===== src/rtl/pix_seq_pkg.sv =====
package pix_seq_pkg;

    localparam int ROWS       = 48;
    localparam int STD_ROWS   = 40;
    localparam int CLAMP_ROWS = ROWS - STD_ROWS;
    localparam int DIV        = 6;
    localparam int NCAP       = 4;
    localparam int PTR_W      = $clog2(NCAP);
    localparam int CNT_W      = $clog2(DIV);
    localparam int ROWC_W     = $clog2(ROWS);
    localparam int CMD_W      = NCAP + 4;

    typedef struct packed {
        logic [NCAP-1:0] sel;
        logic            write;
        logic            pwr;
        logic            read;
        logic            prech;
    } cmd_t;

    typedef struct packed {
        logic line;
        logic data;
        logic prech;
        logic read;
        logic pwr;
        logic write;
    } ctl_t;

    function automatic logic [NCAP-1:0] route_sel(input logic [PTR_W-1:0] p,
                                                  input logic d);
        logic [NCAP-1:0] v;
        v    = '0;
        v[p] = d;
        return v;
    endfunction

    function automatic logic [PTR_W-1:0] next_ptr(input logic [PTR_W-1:0] p);
        return (p == PTR_W'(NCAP-1)) ? '0 : p + PTR_W'(1);
    endfunction

endpackage


===== src/rtl/pix_sample.sv =====
module pix_sample
    import pix_seq_pkg::*;
(
    input  logic clk,
    input  logic rst,
    input  ctl_t d_i,
    output ctl_t q_o
);
    always_ff @(posedge clk) begin
        if (rst) q_o <= '0;
        else     q_o <= d_i;
    end
endmodule


===== src/rtl/pix_step_div.sv =====
module pix_step_div
    import pix_seq_pkg::*;
#(
    parameter int RATIO = DIV
) (
    input  logic clk,
    input  logic rst,
    output logic step_o
);
    localparam int W = (RATIO > 1) ? $clog2(RATIO) : 1;
    logic [W-1:0] cnt;

    always_ff @(posedge clk) begin
        if (rst)                         cnt <= '0;
        else if (cnt == W'(RATIO-1))     cnt <= '0;
        else                             cnt <= cnt + W'(1);
    end

    assign step_o = (cnt == W'(RATIO-1));
endmodule


===== src/rtl/pix_sel_demux.sv =====
module pix_sel_demux
    import pix_seq_pkg::*;
#(
    parameter bit CLAMP = 1'b0,
    parameter int PASS  = ROWS
) (
    input  logic             clk,
    input  logic             rst,
    input  logic             adv_i,
    input  logic             data_i,
    output logic [NCAP-1:0]  sel_o,
    output logic [PTR_W-1:0] ptr_o
);
    logic [PTR_W-1:0] ptr;
    assign ptr_o = ptr;

    generate
        if (!CLAMP) begin : g_std
            always_ff @(posedge clk) begin
                if (rst)        ptr <= '0;
                else if (adv_i) ptr <= next_ptr(ptr);
            end
            assign sel_o = route_sel(ptr, data_i);
        end else begin : g_clamp
            localparam int PW = $clog2(PASS);
            logic [PW-1:0] pass_cnt;
            always_ff @(posedge clk) begin
                if (rst) begin
                    pass_cnt <= '0;
                    ptr      <= '0;
                end else if (adv_i) begin
                    if (pass_cnt == PW'(PASS-1)) begin
                        pass_cnt <= '0;
                        ptr      <= next_ptr(ptr);
                    end else begin
                        pass_cnt <= pass_cnt + PW'(1);
                    end
                end
            end
            assign sel_o = (ptr == PTR_W'(NCAP-1)) ? '0 : route_sel(ptr, data_i);
        end
    endgenerate
endmodule


===== src/rtl/pix_row_shift.sv =====
module pix_row_shift
    import pix_seq_pkg::*;
#(
    parameter int DEPTH = STD_ROWS
) (
    input  logic                   clk,
    input  logic                   rst,
    input  logic                   shift_i,
    input  cmd_t                   din_i,
    output logic [DEPTH*CMD_W-1:0] rows_o
);
    logic [CMD_W-1:0] stage [DEPTH];

    genvar g;
    generate
        for (g = 0; g < DEPTH; g++) begin : g_stage
            if (g == 0) begin : g_head
                always_ff @(posedge clk) begin
                    if (rst)          stage[g] <= '0;
                    else if (shift_i) stage[g] <= din_i;
                end
            end else begin : g_body
                always_ff @(posedge clk) begin
                    if (rst)          stage[g] <= '0;
                    else if (shift_i) stage[g] <= stage[g-1];
                end
            end
            assign rows_o[g*CMD_W +: CMD_W] = stage[g];
        end
    endgenerate
endmodule


===== src/rtl/pix_row_seq.sv =====
module pix_row_seq
    import pix_seq_pkg::*;
(
    input  logic                  clk,
    input  logic                  rst,
    input  logic                  line_step_i,
    input  logic                  data_i,
    input  logic                  prech_i,
    input  logic                  read_i,
    input  logic                  pwr_i,
    input  logic                  write_i,
    output logic                  step_o,
    output logic [ROWS*CMD_W-1:0] row_cmd_o
);
    ctl_t             raw, smp;
    cmd_t             std_cmd, clamp_cmd;
    logic [NCAP-1:0]  std_sel, clamp_sel;
    logic [PTR_W-1:0] std_ptr, clamp_phase;
    logic             step;

    always_comb begin
        raw.line  = line_step_i;
        raw.data  = data_i;
        raw.prech = prech_i;
        raw.read  = read_i;
        raw.pwr   = pwr_i;
        raw.write = write_i;
    end

    pix_sample u_sample (.clk(clk), .rst(rst), .d_i(raw), .q_o(smp));

    pix_step_div #(.RATIO(DIV)) u_div (.clk(clk), .rst(rst), .step_o(step));

    pix_sel_demux #(.CLAMP(1'b0), .PASS(ROWS)) u_std_sel (
        .clk(clk), .rst(rst), .adv_i(smp.line), .data_i(smp.data),
        .sel_o(std_sel), .ptr_o(std_ptr)
    );

    pix_sel_demux #(.CLAMP(1'b1), .PASS(ROWS)) u_clamp_sel (
        .clk(clk), .rst(rst), .adv_i(step), .data_i(smp.data),
        .sel_o(clamp_sel), .ptr_o(clamp_phase)
    );

    always_comb begin
        std_cmd.sel     = std_sel;
        std_cmd.write   = smp.write;
        std_cmd.pwr     = smp.pwr;
        std_cmd.read    = smp.read;
        std_cmd.prech   = smp.prech;
        clamp_cmd.sel   = clamp_sel;
        clamp_cmd.write = smp.write;
        clamp_cmd.pwr   = smp.pwr;
        clamp_cmd.read  = smp.read;
        clamp_cmd.prech = smp.prech;
    end

    pix_row_shift #(.DEPTH(STD_ROWS)) u_std_rows (
        .clk(clk), .rst(rst), .shift_i(step), .din_i(std_cmd),
        .rows_o(row_cmd_o[STD_ROWS*CMD_W-1:0])
    );

    pix_row_shift #(.DEPTH(CLAMP_ROWS)) u_clamp_rows (
        .clk(clk), .rst(rst), .shift_i(step), .din_i(clamp_cmd),
        .rows_o(row_cmd_o[ROWS*CMD_W-1:STD_ROWS*CMD_W])
    );

    assign step_o = step;
endmodule


===== config.mk =====
export PLATFORM = sky130hd
export DESIGN_NAME = pix_row_seq
export DESIGN_NICKNAME = d
export VERILOG_FILES = /design/src/rtl/pix_seq_pkg.sv /design/src/rtl/pix_sample.sv /design/src/rtl/pix_step_div.sv /design/src/rtl/pix_sel_demux.sv /design/src/rtl/pix_row_shift.sv /design/src/rtl/pix_row_seq.sv
export SDC_FILE = /design/constraint.sdc
export NUM_CORES = 1
export LEC_CHECK = 0
export ABC_AREA = 1
export BUFFER_PORTS_ARGS = -buffer_cell sky130_fd_sc_hd__buf_2
export CAP_MARGIN = 20
export CORE_MARGIN = 1.5
export CORE_UTILIZATION = 48
export CTS_BUF_LIST = sky130_fd_sc_hd__clkbuf_16
export DETAILED_ROUTE_END_ITERATION = 10
export PLACE_DENSITY = 0.84
export REMOVE_ABC_BUFFERS = 1
export SYNTH_ARGS = -nofsm -noshare
export SYNTH_HDL_FRONTEND = slang
export SYNTH_SLANG_ARGS = --single-unit

===== constraint.sdc =====
create_clock -name clk -period 9.62 [get_ports clk]
set_clock_uncertainty 0.2 [all_clocks]
set_input_delay 0.962 -clock clk [delete_from_list [all_inputs] [get_ports clk]]
set_output_delay 0.962 -clock clk [all_outputs]
set_load 0.005 [all_outputs]

==> flow_summary.json, run 1 <==
{
  "status": "completed",
  "place_hpwl_um": 21000,
  "top_layer_used": "met4",
  "multi_input_area_um2": 1740,
  "power.leakage_nw": 8.29,
  "netlist_instances": 1232,
  "antenna_left": 0,
  "port-buffer-count": 392,
  "die-area_um2": 31700,
  "hold_depth": 1,
  "syn_area_um2": 14700,
  "reg2reg_to": "u_std_rows.stage[4][48]$_SDFFCE_PN0P_",
  "post_cts_resized": 0,
  "slowest_delay_ns": 0.58,
  "setup_viol": 0,
  "crit_chain": "buf_2, inv_1, nand2_4, buf_4, buf_4, buf_16",
  "num_rows": 63,
  "routed_wl_um": 31100,
  "path_buf_inv": 5,
  "required_ns": 9.58,
  "grt_max_degree": 180,
  "drc": 0,
  "cts_buffers": 38,
  "avgSynthCellArea_um2": 11.9,
  "seq_area_um2": 11000,
  "grt_pass1_vias": 8726,
  "overflow": 0,
  "fin_crit_sh": 0.341,
  "synth_warnings": 0,
  "wl_met1_um": 11600,
  "end_kind": "flip-flop",
  "clockRootBuffer": "clkbuf_16",
  "fin_crit_ns": 3.28,
  "cts_setup_buffers": 0,
  "dr_total_vias": 9211,
  "timing.setup.tns_ns": 0,
  "drive_above_1_share": 0.279,
  "slowest_stage": "buf_4",
  "fill_cells": 2322,
  "r2r-start": "u_div.cnt[1]$_SDFF_PP0_",
  "hp-start": "u_div.cnt[0]$_SDFF_PP0_",
  "finalNetCount": 1618,
  "initial_core_util": 0.493,
  "ys_ff_latch": 371,
  "insertion_delay_ns": 0.51,
  "tightest_slew_ns": 1.07,
  "hp-class": "flip-flop to flip-flop",
  "syn2layout_area_growth_pct": 21.2,
  "place_ws_ns": 5.51,
  "path_delay_family": "buffers and inverters",
  "vdd.ir_drop.worst_v": 0.000146,
  "r2r_slack_ns": 6.56,
  "p_per_area_nw_per_um2": 195,
  "clk_pin_slew_ns": 0.06,
  "die_h_um": 178,
  "hold_buffers": 0,
  "tritoncts": "built",
  "arrival_ns": 3.24,
  "wl_per_cell_um": 15.4,
  "ios": 393,
  "path_common_cell": "buf_4",
  "antenna_cells": 0,
  "start_kind": "primary input",
  "slew_violations": 0,
  "wl_met3_um": 2990,
  "synth_cell_type_count": 22,
  "first_pass_iters": 5,
  "yosysSeqAreaShare": 0.744,
  "grt_pass1_wl_um": 46100,
  "critPathMaxFanout": 78,
  "cts_sinks": 371,
  "drv_cap": 0,
  "via_per_inst": 4.56,
  "reg2regPathDepth": 7,
  "rsz0062_at_grt": "no",
  "fmax_mhz": 305,
  "cts_max_path_buffers": 3,
  "htreeDepth": 2,
  "drtIter0Drc": 749,
  "coreArea_um2": 29900,
  "wl_met2_um": 15500,
  "slew_headroom": 0.285,
  "gp_congestion": 0.813,
  "setup_ws_ns": 6.34,
  "worstSetupPathType": "primary input to flip-flop",
  "grt_usage": 0.189,
  "hold_viol_final": 0,
  "die_x_um": 178,
  "antenna_found_initial": 0,
  "whs_endpoint": "u_div.cnt[0]$_SDFF_PP0_"
}
## layer usage
metal / up-vias / track usage
met5: - / 0
met4: 0 / 0.0746
met3: 66 / 0.0554
met2: 405 / 0.326
met1: 4327 / 0.221
li1: 4413 / -
## cell families (layout without fill, tap and decap cells)
logic type | count (synthesis) | after routing | share of synthesized area
flip-flops | 371 | 371 | 0.744
XOR/XNOR | 3 | 3 | 0.00179
adder cells (fa/ha/maj) | 11 | 11 | 0.00935
other | 1 | 1 | 0.000255
AO/OA/AOI/OAI | 7 | 7 | 0.00255
buffers and inverters | 440 | 836 | 0.138
AND/OR/NAND/NOR | 399 | 399 | 0.103
## cell usage in the layout (no fill, tap or decap), types with 3 or more instances in the layout
cell type	netlist	routed
buf_2	3	392
inv_1	368	374
nor2_1	371	371
edfxtp_1	352	352
clkbuf_16	0	41
dfxtp_1	19	19
nand2_1	16	15
ha_1	11	11
clkinv_1	0	10
nand3_1	6	6
clkinv_2	0	5
buf_4	32	4
a21oi_1	3	3
o21ai_0	3	3
clkinvlp_4	0	3
bufinv_16	0	3
## synth_stat cells (all sizes together)
cell,count,share of area
xnor2,2,0.0012
xor2,1,0.00060
a211oi,1,0.00051
nand2,17,0.0045
edfxtp,352,0.72
nand4,2,0.00085
clkbuf,1,0.00025
buf,70,0.044
nor2,372,0.095
conb,1,0.00025
nor3,2,0.00068
o21ai,3,0.0010
inv,369,0.094
ha,11,0.0094
dfxtp,19,0.026
nand3,6,0.0020
a21oi,3,0.0010
## cell type report
type | instances | share of cell area
clock inverter | 28 | 0.0116
clock buffer | 41 | 0.0575
tap | 390 | 0.0274
multi-input combinational | 421 | 0.0973
timing repair buffer | 398 | 0.114
sequential | 371 | 0.614
inverter | 369 | 0.0781
## how the worst max path moves through the flow
stage	from	to	slack, ns	depth (start not counted)
floorplan	rst	u_clamp_rows.stage[0][0]$_SDFFCE_PN0P_	0.03	2
global placement	rst	u_std_rows.stage[2][53]$_SDFFCE_PN0P_	5.59	5
detailed placement	rst	u_std_rows.stage[4][14]$_SDFFCE_PN0P_	5.51	5
CTS	rst	u_std_rows.stage[4][14]$_SDFFCE_PN0P_	6.05	5
global route	rst	u_std_rows.stage[4][14]$_SDFFCE_PN0P_	6.17	6
finish	rst	u_clamp_rows.stage[1][23]$_SDFFCE_PN0P_	6.34	6
## where the power goes
group	switching, W	internal [W]
clock	0.000588	0.000849
combinational	0.000105	0.0000612
sequential	0.0000417	0.00184
total	0.000735	0.00275
## through the flow
stage                     instance area [µm²]  power, W  std cells  utilization  hold WS (ns)
final                                   17800   0.00348       2018        0.597         0.260
after global routing                    17800   0.00359       2018        0.597         0.305
after CTS                               17800   0.00351       2017        0.596         0.265
after detailed placement                16600   0.00208       1948        0.555         0.252
after global placement                  16600   0.00207       1948        0.555         0.228
after floorplan                         14100   0.00200       1161            -         0.221
## flip-flops by register name (all words and copies together) (netlist names)
register / count
u_clamp_rows.stage: 60
u_clamp_sel.g_clamp.pass_cnt: 6
u_clamp_sel.ptr_o: 2
u_div.cnt: 3
u_sample.q_o: 6
u_std_rows.stage: 292
u_std_sel.ptr_o: 2
No activity file was read; power rests on OpenSTA's default activity.
==> run 2, diff against run 1 <==
Settings changed: CORE_UTILIZATION 48 to 50, PLACE_DENSITY 0.84 to 0.83.
Clock period 9.62 ns to 3.3 ns, I/O delays scaled along.
==> run 2 against run 1 <==
  * Register-to-register slack got worse by 5.5 ns
  * Critical path type unchanged
  * Largest power group unchanged
  * Flip-flop and latch count did not move
  * Worst hold slack got worse by 0.0046 ns
  * Final area grew 1.7%
  * Via count is 2.4% higher
  * Sequential share of layout area decreased by 1.0 points
  * Sequential power rose to 2.9 times the previous value
  * Highest routed layer unchanged
==> flow_summary.json, run 2 (synthesis gave the netlist of run 1 again) <==
{
  "port-buffer-count": 392,
  "die-area_um2": 30500,
  "worstSetupPathType": "primary input to flip-flop",
  "overflow": 0,
  "vdd.ir_drop.worst_v": 0.000485,
  "top_regs": "u_std_rows.stage (292), u_clamp_rows.stage (60)",
  "htreeDepth": 2,
  "tritoncts": "built",
  "finalNetCount": 1642,
  "cts_max_path_buffers": 3,
  "p_total_w": 0.0101,
  "first_pass_iters": 5,
  "wl_per_cell_um": 15.7,
  "hp-class": "flip-flop to flip-flop",
  "antenna_left": 0,
  "slowest_stage": "dlygate4sd3_1",
  "required_ns": 3.30,
  "antenna_cells": 0,
  "largest-register": "u_std_rows.stage",
  "routed_wl_um": 32100,
  "setup_ws_ns": 1.04,
  "timing.setup.tns_ns": 0,
  "largest_reg_flops": 292,
  "ios": 393,
  "syn2layout_area_growth_pct": 23.3,
  "layout_common_cells": "buf_2, inv_1, nor2_1",
  "grt_pass1_wl_um": 48800,
  "post_cts_resized": 0,
  "grt_pass1_vias": 9171,
  "coreArea_um2": 28900,
  "power.leakage_nw": 8.47,
  "drive_above_1_share": 0.283,
  "status": "completed",
  "tightest_slew_ns": 0.576,
  "drv_cap": 0,
  "slew_headroom": 0.616,
  "start_kind": "primary input",
  "place_ws_ns": 1.07,
  "hold_slack_ns": 0.256,
  "grt_usage": 0.207,
  "fin_crit_sh": 0.686,
  "cts_sinks": 371,
  "hp-start": "u_div.cnt[0]$_SDFF_PP0_",
  "slew_violations": 0,
  "fmax_mhz": 442,
  "die_h_um": 175,
  "crit_path_start": "rst",
  "arrival_ns": 2.27,
  "clk_pin_slew_ns": 0.07,
  "insertion_delay_ns": 0.51,
  "critPathMaxFanout": 32,
  "antenna_found_initial": 0,
  "grt_max_degree": 94,
  "path_buf_inv": 5,
  "slowest_delay_ns": 0.51,
  "path_delay_family": "buffers and inverters",
  "num_rows": 62,
  "p_per_area_nw_per_um2": 559,
  "drc": 0,
  "rsz0062_at_grt": "no",
  "setup_viol": 0,
  "via_per_inst": 4.63,
  "hold_viol_final": 0,
  "place_hpwl_um": 21800,
  "dr_total_vias": 9430,
  "gp_congestion": 0.803,
  "end_kind": "flip-flop",
  "crit_chain": "dlygate4sd3_1, buf_2, inv_1, nand2_4, buf_12, buf_4",
  "cts_buffers": 39,
  "die_x_um": 175,
  "final_common_cell": "buf_2",
  "drtIter0Drc": 778,
  "r2r-start": "u_div.cnt[1]$_SDFF_PP0_",
  "fin_crit_ns": 2.26,
  "clockRootBuffer": "clkbuf_16",
  "initial_core_util": 0.510
}
-- run 2: changes by cell type in the layout (fill, tap and decap cells not counted), sizes merged --
cell / delta
clkinvlp: -3
buf: +11
bufinv: -1
inv: +4
dlygate4sd3: +12
clkinv: +2
-- run 2: worst register-to-register path, stage by stage (launching register included) --
cell     delay (ns)
dfxtp_1        0.34
inv_1          0.05
ha_1           0.18
nand2_2        0.15
nor2_4         0.08
inv_8          0.40
buf_4          0.44
nor2_1         0.13
-- run 2: timing repair --
item,in CTS,in global routing
hold buffers,12,0
setup endpoints to repair,0,0
setup buffers,0,0
endpoints found under the hold margin,9,0
-- run 2: path summary, 6_finish.rpt --
path,cells after the start,slack [ns],to
max,6,1.04,u_std_rows.stage[0][15]$_SDFFCE_PN0P_
min,1,0.26,u_div.cnt[0]$_SDFF_PP0_
max reg2reg,7,1.06,u_std_rows.stage[0][61]$_SDFFCE_PN0P_
min reg2reg,1,0.26,u_div.cnt[0]$_SDFF_PP0_
-- run 2: layout make-up --
type | count | area [µm²]
clock buffer | 41 | 1030
clock inverter | 30 | 195
fill | 2139 | 10700
inverter | 369 | 1390
multi-input combinational | 421 | 1740
sequential | 371 | 11000
tap | 384 | 480
timing repair buffer | 421 | 2360
-- run 2: metal layers --
layer	GRT usage	part of all wire
met5	0	0
met4	0.0776	0.035
met1	0.249	0.37
met2	0.360	0.50
met3	0.0497	0.097
-- run 2: stage by stage --
| step | utilization | instance area (µm²) | std cells |
|---|---|---|---|
| finish | 0.629 | 18100 | 2037 |
| CTS | 0.629 | 18100 | 2037 |
| detailed placement | 0.582 | 16800 | 1954 |
| global route | 0.629 | 18100 | 2037 |
| floorplan | - | 14100 | 1161 |
| global placement | 0.582 | 16800 | 1954 |
-- run 2: where the power goes --
group | switching, W | internal [W] | leakage (nW)
clock network | 0.00174 | 0.00241 | 0.641
registers | 0.000125 | 0.00535 | 3.80
logic | 0.000315 | 0.000208 | 4.03
